--- src/rtl/dcache_sweep_pkg.sv ---
package dcache_sweep_pkg;

    typedef enum logic [1:0] {
        ST_IDLE = 2'd0,
        ST_WALK = 2'd1,
        ST_WB   = 2'd2
    } sweep_state_e;

    typedef enum logic [1:0] {
        OP_CLEAN   = 2'd0,
        OP_CINV    = 2'd1,
        OP_DROPALL = 2'd2
    } sweep_op_e;

endpackage

--- src/rtl/dcache_sweep_ctr.sv ---
module dcache_sweep_ctr #(
    parameter int SEG_W = 2,
    parameter int IDX_W = 6
) (
    input  logic             clk,
    input  logic             rst,
    input  logic             clr,
    input  logic             adv,
    output logic [SEG_W-1:0] seg_o,
    output logic [IDX_W-1:0] idx_o,
    output logic             last_o
);
    localparam int ENT_W = SEG_W + IDX_W;
    localparam logic [SEG_W-1:0] SEG_MAX = {SEG_W{1'b1}};
    localparam logic [IDX_W-1:0] IDX_MAX = {IDX_W{1'b1}};

    typedef struct packed {
        logic [SEG_W-1:0] seg;
        logic [IDX_W-1:0] idx;
    } ctr_t;

    ctr_t ctr_d, ctr_q;

    always_comb begin
        ctr_d = ctr_q;
        if (clr) begin
            ctr_d = '0;
        end else if (adv) begin
            if (ctr_q.idx == IDX_MAX) begin
                ctr_d.idx = '0;
                ctr_d.seg = ctr_q.seg + 1'b1;
            end else begin
                ctr_d.idx = ctr_q.idx + 1'b1;
            end
        end
    end

    always_ff @(posedge clk) begin
        if (rst) ctr_q <= '0;
        else     ctr_q <= ctr_d;
    end

    assign seg_o  = ctr_q.seg;
    assign idx_o  = ctr_q.idx;
    assign last_o = (ctr_q.seg == SEG_MAX) && (ctr_q.idx == IDX_MAX);

    // inner index steps, carrying into the segment
    assert_walk_order_R1: assert property (@(posedge clk) disable iff (rst)
        (adv && !clr && !last_o) |=>
            ({seg_o, idx_o} == ENT_W'($past({seg_o, idx_o}) + 1'b1)));

    // after the final entry the walk returns to entry zero
    assert_walk_wrap_R1: assert property (@(posedge clk) disable iff (rst)
        (adv && last_o) |=> (seg_o == '0 && idx_o == '0));

endmodule

--- src/rtl/dcache_sweep_rule.sv ---
module dcache_sweep_rule
    import dcache_sweep_pkg::*;
(
    input  sweep_op_e op,
    input  logic      valid,
    input  logic      dirty,
    output logic      need_wb,
    output logic      direct_wr,
    output logic      keep_valid
);
    always_comb begin
        need_wb    = 1'b0;
        direct_wr  = 1'b0;
        keep_valid = 1'b0;
        unique case (op)
            OP_CLEAN: begin
                need_wb    = valid & dirty;
                keep_valid = 1'b1;
            end
            OP_CINV: begin
                need_wb    = valid & dirty;
                direct_wr  = valid & ~dirty;
            end
            OP_DROPALL: begin
                direct_wr  = 1'b1;
            end
            default: begin
                need_wb    = 1'b0;
            end
        endcase
    end
endmodule

--- src/rtl/dcache_sweep.sv ---
module dcache_sweep
    import dcache_sweep_pkg::*;
#(
    parameter int SEG_W  = 2,
    parameter int IDX_W  = 6,
    parameter int TAG_W  = 19,
    parameter int OFFS_W = 5,
    parameter int LINE_W = 256
) (
    input  logic                              clk,
    input  logic                              rst,
    input  logic                              sweep_start,
    input  logic                              sweep_inval,
    input  logic                              drop_all,
    output logic                              sweep_busy,
    output logic                              sweep_done,
    output logic [SEG_W+IDX_W-1:0]            st_addr,
    input  logic                              st_valid_i,
    input  logic                              st_dirty_i,
    input  logic [TAG_W-1:0]                  st_tag_i,
    input  logic [LINE_W-1:0]                 line_i,
    output logic                              st_we,
    output logic                              st_valid_o,
    output logic                              st_dirty_o,
    output logic                              wb_valid,
    input  logic                              wb_ready,
    output logic [TAG_W+SEG_W+IDX_W+OFFS_W-1:0] wb_addr,
    output logic [LINE_W-1:0]                 wb_data
);
    localparam int ADDR_W = TAG_W + SEG_W + IDX_W + OFFS_W;

    typedef struct packed {
        sweep_state_e      st;
        sweep_op_e         op;
        logic [ADDR_W-1:0] wb_addr;
        logic [LINE_W-1:0] wb_data;
        logic              done;
    } seq_t;

    seq_t seq_d, seq_q;

    logic             ctr_clr, ctr_adv, ctr_last;
    logic [SEG_W-1:0] cur_seg;
    logic [IDX_W-1:0] cur_idx;
    logic             need_wb, direct_wr, keep_valid;

    dcache_sweep_ctr #(.SEG_W(SEG_W), .IDX_W(IDX_W)) u_ctr (
        .clk    (clk),
        .rst    (rst),
        .clr    (ctr_clr),
        .adv    (ctr_adv),
        .seg_o  (cur_seg),
        .idx_o  (cur_idx),
        .last_o (ctr_last)
    );

    dcache_sweep_rule u_rule (
        .op         (seq_q.op),
        .valid      (st_valid_i),
        .dirty      (st_dirty_i),
        .need_wb    (need_wb),
        .direct_wr  (direct_wr),
        .keep_valid (keep_valid)
    );

    always_comb begin
        seq_d      = seq_q;
        seq_d.done = 1'b0;
        ctr_clr    = 1'b0;
        ctr_adv    = 1'b0;
        st_we      = 1'b0;
        st_valid_o = 1'b0;
        st_dirty_o = 1'b0;
        unique case (seq_q.st)
            ST_IDLE: begin
                if (drop_all) begin
                    seq_d.op = OP_DROPALL;
                    seq_d.st = ST_WALK;
                    ctr_clr  = 1'b1;
                end else if (sweep_start) begin
                    seq_d.op = sweep_inval ? OP_CINV : OP_CLEAN;
                    seq_d.st = ST_WALK;
                    ctr_clr  = 1'b1;
                end
            end
            ST_WALK: begin
                if (need_wb) begin
                    seq_d.st      = ST_WB;
                    seq_d.wb_addr = {st_tag_i, cur_seg, cur_idx, {OFFS_W{1'b0}}};
                    seq_d.wb_data = line_i;
                end else begin
                    st_we      = direct_wr;
                    st_valid_o = keep_valid;
                    ctr_adv    = 1'b1;
                    if (ctr_last) begin
                        seq_d.st   = ST_IDLE;
                        seq_d.done = 1'b1;
                    end
                end
            end
            ST_WB: begin
                if (wb_ready) begin
                    st_we      = 1'b1;
                    st_valid_o = keep_valid;
                    ctr_adv    = 1'b1;
                    if (ctr_last) begin
                        seq_d.st   = ST_IDLE;
                        seq_d.done = 1'b1;
                    end else begin
                        seq_d.st   = ST_WALK;
                    end
                end
            end
            default: seq_d.st = ST_IDLE;
        endcase
    end

    always_ff @(posedge clk) begin
        if (rst) seq_q <= '0;
        else     seq_q <= seq_d;
    end

    assign sweep_busy = (seq_q.st != ST_IDLE);
    assign sweep_done = seq_q.done;
    assign st_addr    = {cur_seg, cur_idx};
    assign wb_valid   = (seq_q.st == ST_WB);
    assign wb_addr    = seq_q.wb_addr;
    assign wb_data    = seq_q.wb_data;

    // a stalled request stays put and nothing is written back to status
    assert_wb_hold_R7: assert property (@(posedge clk) disable iff (rst)
        (wb_valid && !wb_ready) |=>
            (wb_valid && $stable(wb_addr) && $stable(wb_data)));

    assert_stall_no_write_R7: assert property (@(posedge clk) disable iff (rst)
        (wb_valid && !wb_ready) |-> !st_we);

    // a request is only raised for an entry that was valid and dirty
    assert_wb_only_dirty_R2: assert property (@(posedge clk) disable iff (rst)
        $rose(wb_valid) |-> $past(st_valid_i && st_dirty_i));

    // a clean-only pass keeps lines valid and clears dirty
    assert_clean_keeps_R2: assert property (@(posedge clk) disable iff (rst)
        (sweep_busy && seq_q.op == OP_CLEAN && st_we) |-> (st_valid_o && !st_dirty_o));

    // an invalid entry in a clean pass is passed over without traffic
    assert_skip_invalid_R4: assert property (@(posedge clk) disable iff (rst)
        (seq_q.st == ST_WALK && seq_q.op != OP_DROPALL && !st_valid_i) |->
            (!st_we ##1 !wb_valid));

    // a drop pass never raises a write-back
    assert_drop_no_wb_R5: assert property (@(posedge clk) disable iff (rst)
        (seq_q.op == OP_DROPALL) |-> !wb_valid);

    // done is a single pulse outside busy
    assert_done_pulse_R8: assert property (@(posedge clk) disable iff (rst)
        sweep_done |-> (!sweep_busy ##1 !sweep_done));

endmodule

--- config.mk ---
export PLATFORM = sky130hd
export DESIGN_NAME = dcache_sweep
export DESIGN_NICKNAME = d
export VERILOG_FILES = /design/src/rtl/dcache_sweep_pkg.sv /design/src/rtl/dcache_sweep_ctr.sv /design/src/rtl/dcache_sweep_rule.sv /design/src/rtl/dcache_sweep.sv
export SDC_FILE = /design/constraint.sdc
export NUM_CORES = 1
export LEC_CHECK = 0
export ABC_AREA = 0
export ABC_CLOCK_PERIOD_IN_PS = 3050
export BUFFER_PORTS_ARGS = -buffer_cell sky130_fd_sc_hd__buf_2
export CAP_MARGIN = 25
export CORE_MARGIN = 2
export CORE_UTILIZATION = 25
export CTS_BUF_LIST = sky130_fd_sc_hd__clkbuf_4 sky130_fd_sc_hd__clkbuf_8
export CTS_CLUSTER_DIAMETER = 30
export DETAILED_ROUTE_END_ITERATION = 10
export RECOVER_POWER = 25
export SLEW_MARGIN = 10
export SYNTH_ARGS = -nofsm -noshare
export SYNTH_HDL_FRONTEND = slang
export SYNTH_HIERARCHICAL = 1
export SYNTH_SLANG_ARGS = --single-unit
--- constraint.sdc ---
create_clock -name clk -period 3.05 [get_ports clk]
set_input_delay 0.305 -clock clk [delete_from_list [all_inputs] [get_ports clk]]
set_output_delay 0.305 -clock clk [all_outputs]
set_load 0.005 [all_outputs]
# Yosys cells after proc, flatten, opt, wreduce, memory -nomap -nowiden
# Cells that the tools add are included.
totals:
  ff_bits: 296
  word_cells: 59
  out_inout_bits: 302
classes:
  addsub: 2
  bitwise: 3
  eq_ne: 9
  n_reduce_logical: 11
  n_mux: 27
op_table:
  columns: ["operator", "count"]
  rows:
  - ["$mux 1", 15]
  - ["$pmux 1 s2", 5]
  - ["$mux 4", 2]
  - ["$add 6x1->6 const B", 1]
  - ["$eq 2x2->1 const B", 3]
  - ["$eq 6x6->1 const B", 1]
  - ["$mux 2", 3]
  - ["$mux 6", 1]
  - ["$ne 3x3->1 const B", 2]
  - ["$pmux 2 s3", 1]
  - ["$reduce_and 2->1", 3]
  - ["$eq 2x1->1 const B", 2]
  - ["$logic_not 2->1", 2]
  - ["$reduce_bool 2->1", 2]
  - ["$reduce_or 2->1", 2]
  - ["$reduce_and 3->1", 1]
  - ["$add 2x1->2 const B", 1]
  - ["$and 1x1->1", 2]
  - ["$ne 2x1->1 const B", 1]
  - ["$logic_and 1x1->1", 1]
  - ["$not 1->1", 1]

# Longest topological paths before layout
# Gate-level depths: netlist (run 1).
depth:
  depth_word: 6
  ltp_mapped: 9
  ltp_nobuf: 8

# Cells and area by module
# The synthesis (run 1) kept the hierarchy.
modules_own_cells:
  columns: ["module", "area_each_um2", "cells_per_inst", "n_inst"]
  rows:
  - ["dcache_sweep", 12378.1, 1564, 1]
  - ["dcache_sweep_ctr", 382.9, 45, 1]
  - ["dcache_sweep_rule", 71.3, 9, 1]

# Worst setup path before layout (run 1)
# OpenSTA, ideal clock, no wires.
synth_path:
  path_kind: "register -> register"
  startpoint: "register seq_q[290] (netlist bit)"
  endpoint: "register u_ctr.ctr_q, in the netlist u_ctr/idx_o[5]"
  path_slack_ns: 0.766
  required_ns: 2.964
  stages_incl_launch_ff: 9
  setup_ns: 0.086
  t_arrival_ns: 2.199
  path_cell_list: "dfxtp_1 inv_1 ha_1 o211a_1 nand2b_1 a21boi_0 nand4_2 or3_1 a211oi_1"
synth_between:
  elab_chain_len: 5
synth_lines:
  columns: ["item", "line", "rtl"]
  rows:
  - ["start, declared", "dcache_sweep.sv:40", "seq_t seq_d, seq_q;"]
  - ["start signal, assigned", "dcache_sweep.sv:120", "else seq_q <= seq_d;"]
  - ["$eq 2x1->1 / $logic_not 2->1 (equally long branches)", "dcache_sweep_rule.sv:15", "unique case (op)"]
  - ["$reduce_or 2->1 (no source line) (*)", null, null]
  - ["$mux 1 (*)", null, null]
  - ["via need_wb", "dcache_sweep.sv:45", "logic need_wb, direct_wr, keep_valid;"]
  - ["$mux 1 (*)", "dcache_sweep.sv:87", "if (need_wb) begin"]
  - ["$pmux 1 s2 (*)", "dcache_sweep.sv:74", "unique case (seq_q.st)"]
  - ["via ctr_adv", "dcache_sweep.sv:42", "logic ctr_clr, ctr_adv, ctr_last;"]
  - ["end signal, assigned", "dcache_sweep_ctr.sv:40", "else ctr_q <= ctr_d;"]
  - ["end, declared", "dcache_sweep_ctr.sv:22", "ctr_t ctr_d, ctr_q;"]
# Mark *: on every way through the listed nets, which the timed path passes. The rest lies on a longest branch.
# A chain may end at the register's enable or synchronous reset.

# Worst setup path after layout (run 1)
layout_path:
  startpoint: "register seq_q[290] (netlist bit)"
  endpoint: "output st_valid_o"
layout_between:
  elab_chain_len: 5
layout_lines:
  columns: ["item", "line", "rtl"]
  rows:
  - ["$eq 2x1->1 / $logic_not 2->1 (equally long branches)", "dcache_sweep_rule.sv:15", null]
  - ["$reduce_or 2->1 (no source line) (*)", null, null]
  - ["$mux 1 (*)", null, null]
  - ["via need_wb", "dcache_sweep.sv:45", null]
  - ["$mux 1 (*)", "dcache_sweep.sv:87", null]
  - ["$pmux 1 s2 (*)", "dcache_sweep.sv:74", null]
  - ["end, declared", "dcache_sweep.sv:23", "output logic st_valid_o,"]
# Marked as above.

==> reports/metrics.csv, run 1 <==
metric,value,unit
num_vias,12400,
synthMuxAreaShare,0.0780,%
power.total,11.5,mW
period_minus_slack,2.67,ns
relSlewSlack,62.4,%
cts_buffers,70,
cts_sinks,296,
synth.area.top_cells,"dfxtp_1 46%, buf_4 17%, nand2_1 17%",
async_flop_share,0,%
final_cell_mix,"577 x nand2_1, 479 x buf_2, 296 x dfxtp_1, 290 x a21oi_1, 279 x dlygate4sd3_1",
clkPwrFrac,47.5,%
ys_seq_area_share,46.2,%
p_leak,7.84,nW
arrival,2.37,ns
die_w,231,um
synth_edf_count,0,
p_seq_share,37.3,%
hold_start,sweep_start,
clock_latency,0.61,ns
whs_path_depth,4,
rows,83,
grt_pass1_vias,12600,
synthFlopType,dfxtp_1,
yosysTopAreaCell,dfxtp_1,
slew_viol_final,0,
clk_pin_slew,0.06,ns
synth-seq-cells,296,
postRouteAntennaNets,0,
synth_xor_xnor_area_share,0.205,%
finalSetupViolCount,0,
syn_avg_cell_area,7.93,um^2
path_max_fanout,9,
comb_power_share,15.2,%
synth_top_area_share,46.2,%
clockBufferDepth,3,
syn_to_final_growth,44.5,%
syn-cell-area,0.0128,mm^2
grt_use_total,14.5,%
slowest_stage,dfxtp_1,
hold_violations,0,
swShare,26.4,%
setup_tns,0,ns
synthCells,1618,
min_to,seq_q[290],
viasPerCell,4.24,
initial_core_util,25.2,%
cp.required,2.74,ns
p_sw,3.02,mW
synth-compound-area-share,12.1,%
drt-initial-drc-count,467,
wl_per_cell,13.9,um
dr.pass1.iters,4,
worstPathCellList,inv_1 -> ha_1 -> o211a_1 -> nand2b_1 -> a21boi_0 -> buf_4 -> and2_1 -> buf_2,
drcViolationCount,0,
r2r_setup_slack,0.80,ns
grt_pass1_wl,62100,um
die-area,0.0532,mm^2
final_common_cell,nand2_1,
place_hpwl,25500,um
cp-start-kind,flop,
die_h,231,um
worstMarginPinSlew,0.564,ns
hp-class,in -> reg,
synth_fa_ha_area_share,1.17,%
port_buffers,578,
cts_tree,built,
gp_congestion,0.896,
end_kind,primary output,
max_freq,374,MHz
ys_types,36,
ir_drop,0.351,mV
status,finished clean,
antenna_found_initial,1,
num-nets-final,2491,
cap_violations,0,
slowest_delay,0.35,ns
design.core.area,0.0510,mm^2
yosys.area_share.simple,18.3,%
htree_levels,3,
totalWireLength,40800,um
p_per_area,618,mW/mm^2
post-route-period-util,87.7,%
rsz0062_at_grt,false,
p_int,8.43,mW
cts_root_buf,clkbuf_8,
finalClockSkew,0.0217,ns
synth_top_family_by_area,buffers and inverters,
io_pins,585,
yosys_warnings,6,
crit_type,reg -> out,
grt_overflow_total,0,
reg2regPathDepth,9,
layout-drive-gt1-share,28.5,%
critPathBufInv,3,
rr_startpoint,seq_q[290],
grt_max_degree,120,
r2r-end,u_ctr/idx_o[5],
cp_top_family,compound AO/OA/AOI/OAI gates,
==> worst register-to-register path, delay by kind of cell, from the launching register on <==
family	cells	cell delay [ns]
compound gates	3	0.73
simple gates	3	0.63
flops	1	0.35
buf+inv	2	0.25
fa+ha+maj	1	0.20
==> area by class of cell <==
class                           count  area, um^2
Clock buffer                      100        1310
Fill cell                        5123       32400
Antenna cell                        2        5.00
Inverter                            9        33.8
Multi-Input combinational cell    933        4120
Tap cell                          680         851
Timing Repair Buffer              886        5920
Clock inverter                     28         388
Sequential cell                   296        5930
==> routing by layer <==
layer	global-route usage, %	part of all wire (%)	up-vias
li1	-	-	6031
met1	14.9	37	5711
met2	25.7	50	571
met3	4.88	8.9	130
met4	8.47	4.2	0
met5	0	0	-
==> timing repair <==
| item | in CTS | in global routing |
|---|---|---|
| buffers inserted | 0 | 0 |
| hold buffers | 279 | 0 |
| resized for setup | 0 | 0 |
| endpoints found under the hold margin | 278 | 0 |
==> worst max path at each step <==
stage / startpoint / end / slack [ns] / cells past startpoint
after floorplan: seq_q[290] / u_ctr/idx_o[5] / 0.77 / 8
after global placement: seq_q[290] / u_ctr/idx_o[5] / 0.89 / 9
after detailed placement: seq_q[290] / u_ctr/idx_o[5] / 0.81 / 9
after CTS: seq_q[290] / st_valid_o / 0.28 / 8
after global routing: seq_q[289] / st_valid_o / 0.14 / 8
final: seq_q[290] / st_valid_o / 0.38 / 8
==> flip-flops by register name, summed over array words and instances, names as in the netlist <==
| signal | count |
|---|---|
| seq_q | 4 |
| sweep_done | 1 |
| u_ctr/idx_o | 6 |
| u_ctr/seg_o | 2 |
| wb_addr | 27 |
| wb_data | 256 |
==> power groups by stage <==
stage          Clock [mW]  Sequential [mW]  Combinational, mW
2_1_floorplan           0             4.31               1.14
3_3_place_gp            0             4.33               1.44
3_5_place_dp            0             4.34               1.46
4_1_cts              5.60             4.26               1.75
5_1_grt              5.82             4.30               1.92
6_report             5.44             4.27               1.74
==> synthesized netlist by cell type (2+ instances only) <==
| cell type | instances |
|---|---|
| ha_1 | 12 |
| inv_1 | 9 |
| nand2b_1 | 5 |
| dfxtp_1 | 296 |
| nor3_1 | 3 |
| buf_6 | 26 |
| nand2_1 | 577 |
| a21boi_0 | 2 |
| buf_2 | 13 |
| nand4b_1 | 2 |
| nand3_1 | 2 |
| buf_4 | 294 |
| nor2_1 | 5 |
| or3_1 | 3 |
| and2_1 | 2 |
| buf_1 | 2 |
| clkbuf_1 | 48 |
| nor2b_1 | 3 |
| a21oi_1 | 290 |
| xor2_1 | 3 |
| o21ai_0 | 6 |
==> cells by family after synthesis <==
logic type	after synthesis
fa+ha+maj	12
compound gates	304
flops	296
mux	1
other cells	1
xor+xnor	3
simple gates	607
buf+inv	394
==> metrics by stage <==
step	utilization (%)	hold slack [ns]	cell area, um^2	setup slack (ns)	instances
floorplan	-	0.437	12900	0.766	1623
global placement	27.8	0.438	14200	0.894	2525
detailed placement	27.8	0.444	14200	0.807	2525
CTS	36.6	0.0263	18700	0.284	2932
global route	36.4	0.0778	18500	0.141	2933
finish	36.4	0.104	18500	0.375	2934
(Power assumes the default switching activity.)
==> inputs of run 2 (changes only) <==
SYNTH_HIERARCHICAL = not set   (was 1)
==> run 2 against run 1 <==
  * Area after synthesis shrank 1.8%
  * Worst hold slack improved by 0.030 ns
  * Critical path depth unchanged
  * Via count increased by 2.2%
  * Clock skew rose by 0.0076 ns
  * First-iteration DRC count is 23% higher
  * Largest power group unchanged
==> reports/metrics.csv, run 2 <==
metric,value,unit
dp_slack,0.809,ns
initial_core_util,25.2,%
finalClockSkew,0.0293,ns
post-route-period-util,88.6,%
dr.pass1.iters,5,
synth_fa_ha_area_share,0.894,%
slowest_stage,dlygate4sd3_1,
num-nets-final,2508,
r2r-end,wb_data[173],
grt_max_degree,160,
yosys_warnings,0,
arrival,3.27,ns
ir_drop,0.343,mV
rr_startpoint,seq_q[289],
stdcell_count,2951,
relSlewSlack,46.8,%
setup_slack,0.349,ns
ys_seq_area_share,47.0,%
grt_use_total,15.5,%
p_leak,8.04,nW
n_antenna_cell,0,
drt-initial-drc-count,575,
min_to,seq_q[289],
post_cts_buffers,0,
hold_violations,0,
max_freq,370,MHz
cts_buffers,75,
final_cell_mix,"575 x nand2_1, 484 x buf_2, 315 x dlygate4sd3_1, 296 x dfxtp_1, 292 x a21oi_1",
drcViolationCount,0,
multi_input_area,0.00408,mm^2
syn_to_final_growth,49.2,%
synth_edf_count,0,
seqCellArea,0.00593,mm^2
totalWireLength,42100,um
clk_pin_slew,0.06,ns
hold_start,sweep_inval,
period_minus_slack,2.70,ns
synth_top_family_by_area,buffers and inverters,
yosysMostFrequentCell,nand2_1,
whs_path_depth,5,
port_buffers,578,
slowest_delay,0.58,ns
post-route-util,37.6,%
synthTopCellsByCount,"575 x nand2_1, 296 x dfxtp_1, 292 x a21oi_1, 290 x buf_4, 47 x clkbuf_1",
grt_overflow_total,0,
grt_pass1_wl,65800,um
critPathBufInv,3,
layout-drive-gt1-share,28.3,%
fillCellCount,4925,
worst-path-stages,8,
crit_type,reg -> reg,
synth-compound-area-share,12.6,%
viasPerCell,4.31,
io_pins,585,
synthCells,1614,
async_flop_share,0,%
synth_top_area_share,47.0,%
cp-start-kind,flop,
place_hpwl,25900,um
slew_viol_final,0,
cp_top_family,buffers and inverters,
synthMuxAreaShare,0.169,%
rows,82,
die_h,228,um
synth_xor_xnor_area_share,0,%
cap_violations,0,
wl_per_cell,14.3,um
final_common_cell,nand2_1,
cts_tree,built,
finalSetupViolCount,0,
synth.area.top_cells,"dfxtp_1 47%, buf_4 17%, nand2_1 17%",
antenna_found_initial,1,
yosys.area_share.simple,18.3,%
htree_levels,3,
grt_pass1_vias,13100,
num_vias,12700,
die-area,0.0522,mm^2
postRouteAntennaNets,0,
hp-class,in -> reg,
status,finished clean,
cp.required,3.62,ns
clock_latency,0.63,ns
p_per_area,622,mW/mm^2
clockBufferDepth,3,
rsz0062_at_grt,false,
dp_cells,2496,
path_max_fanout,116,
setup_tns,0,ns
yosysTopAreaCell,dfxtp_1,
r2r_setup_slack,0.35,ns
syn-cell-area,0.0126,mm^2
cts_root_buf,clkbuf_8,
largest_reg_flops,256,
synthFlopType,dfxtp_1,
cts_sinks,296,
design.core.area,0.0500,mm^2
ys_types,39,
synth-seq-cells,296,
syn_avg_cell_area,7.81,um^2
worstMarginPinSlew,0.799,ns
gp_congestion,0.949,
reg2regPathDepth,8,
worstPathCellList,inv_1 -> ha_1 -> o211ai_2 -> or2_4 -> buf_12 -> nand2_1 -> a21oi_1 -> dlygate4sd3_1,
die_w,228,um
end_kind,flop,
## run 2: cell types whose count changed in the layout (fill, tap and decap cells not counted), moves of 4 or more
| cell | before | now |
|---|---|---|
| buf_4 | 19 | 6 |
| clkinv_2 | 7 | 12 |
| buf_2 | 479 | 484 |
| dlygate4sd3_1 | 279 | 315 |
| clkbuf_1 | 98 | 93 |
| nand2b_1 | 5 | 1 |
| clkbuf_8 | 89 | 95 |
## run 2: worst max-delay path by stage
stage	startpoint	to
floorplan	seq_q[291]	st_we
global placement	seq_q[291]	st_we
detailed placement	seq_q[291]	st_valid_o
CTS	seq_q[291]	st_valid_o
global route	seq_q[291]	st_valid_o
finish	seq_q[289]	wb_data[173]
## run 2: report_power, final
part | switching (mW) | internal (mW) | total, mW
logic | 0.932 | 0.829 | 1.76
clock network | 2.00 | 3.67 | 5.66
registers | 0.145 | 4.13 | 4.28
## run 2: cell type report
cell class | instances | share of cell area (%)
Timing Repair Buffer | 906 | 32.6
Sequential cell | 296 | 31.5
Multi-Input combinational cell | 928 | 21.7
Clock buffer | 108 | 7.47
Tap cell | 672 | 4.47
Clock inverter | 32 | 2.11
Inverter | 9 | 0.180
## run 2: cell families after synthesis
| group | count (synthesis) |
|---|---|
| buffers and inverters | 395 |
| AOI/OAI and AO/OA | 309 |
| and+or+nand+nor | 602 |
| muxes | 2 |
| other | 1 |
| adders and majority gates | 9 |
| DFF | 296 |
## run 2: metrics by stage
| step | hold WS, ns | instance area [um^2] | total power [mW] |
|---|---|---|---|
| 3_5_place_dp | 0.443 | 14000 | 5.75 |
| 3_3_place_gp | 0.438 | 14000 | 5.71 |
| 5_1_grt | 0.0793 | 18800 | 12.3 |
| 2_1_floorplan | 0.437 | 12600 | 5.40 |
| 6_report | 0.133 | 18800 | 11.7 |
| 4_1_cts | 0.0296 | 18900 | 11.8 |
## run 2: worst min-delay path, cell delays in order
cell     delay, ns
buf_2         0.10
nand3_1       0.07
a21oi_1       0.07
a21oi_1       0.11
nor2_1        0.04
## run 2: what timing repair did
item                                    4_1_cts  5_1_grt
resized for setup                             0        1
endpoints found under the setup margin        0        2
hold buffers                                315        0
hold endpoints to repair                    277        0
## run 2: per-layer routing
layer | vias to the layer above | wire length (um) | global-route usage (%)
li1 | 6079 | - | -
met1 | 5906 | 15900 | 16.0
met2 | 593 | 20500 | 26.9
met3 | 137 | 3440 | 5.16
met4 | 0 | 2250 | 10.3
met5 | - | 0 | 0
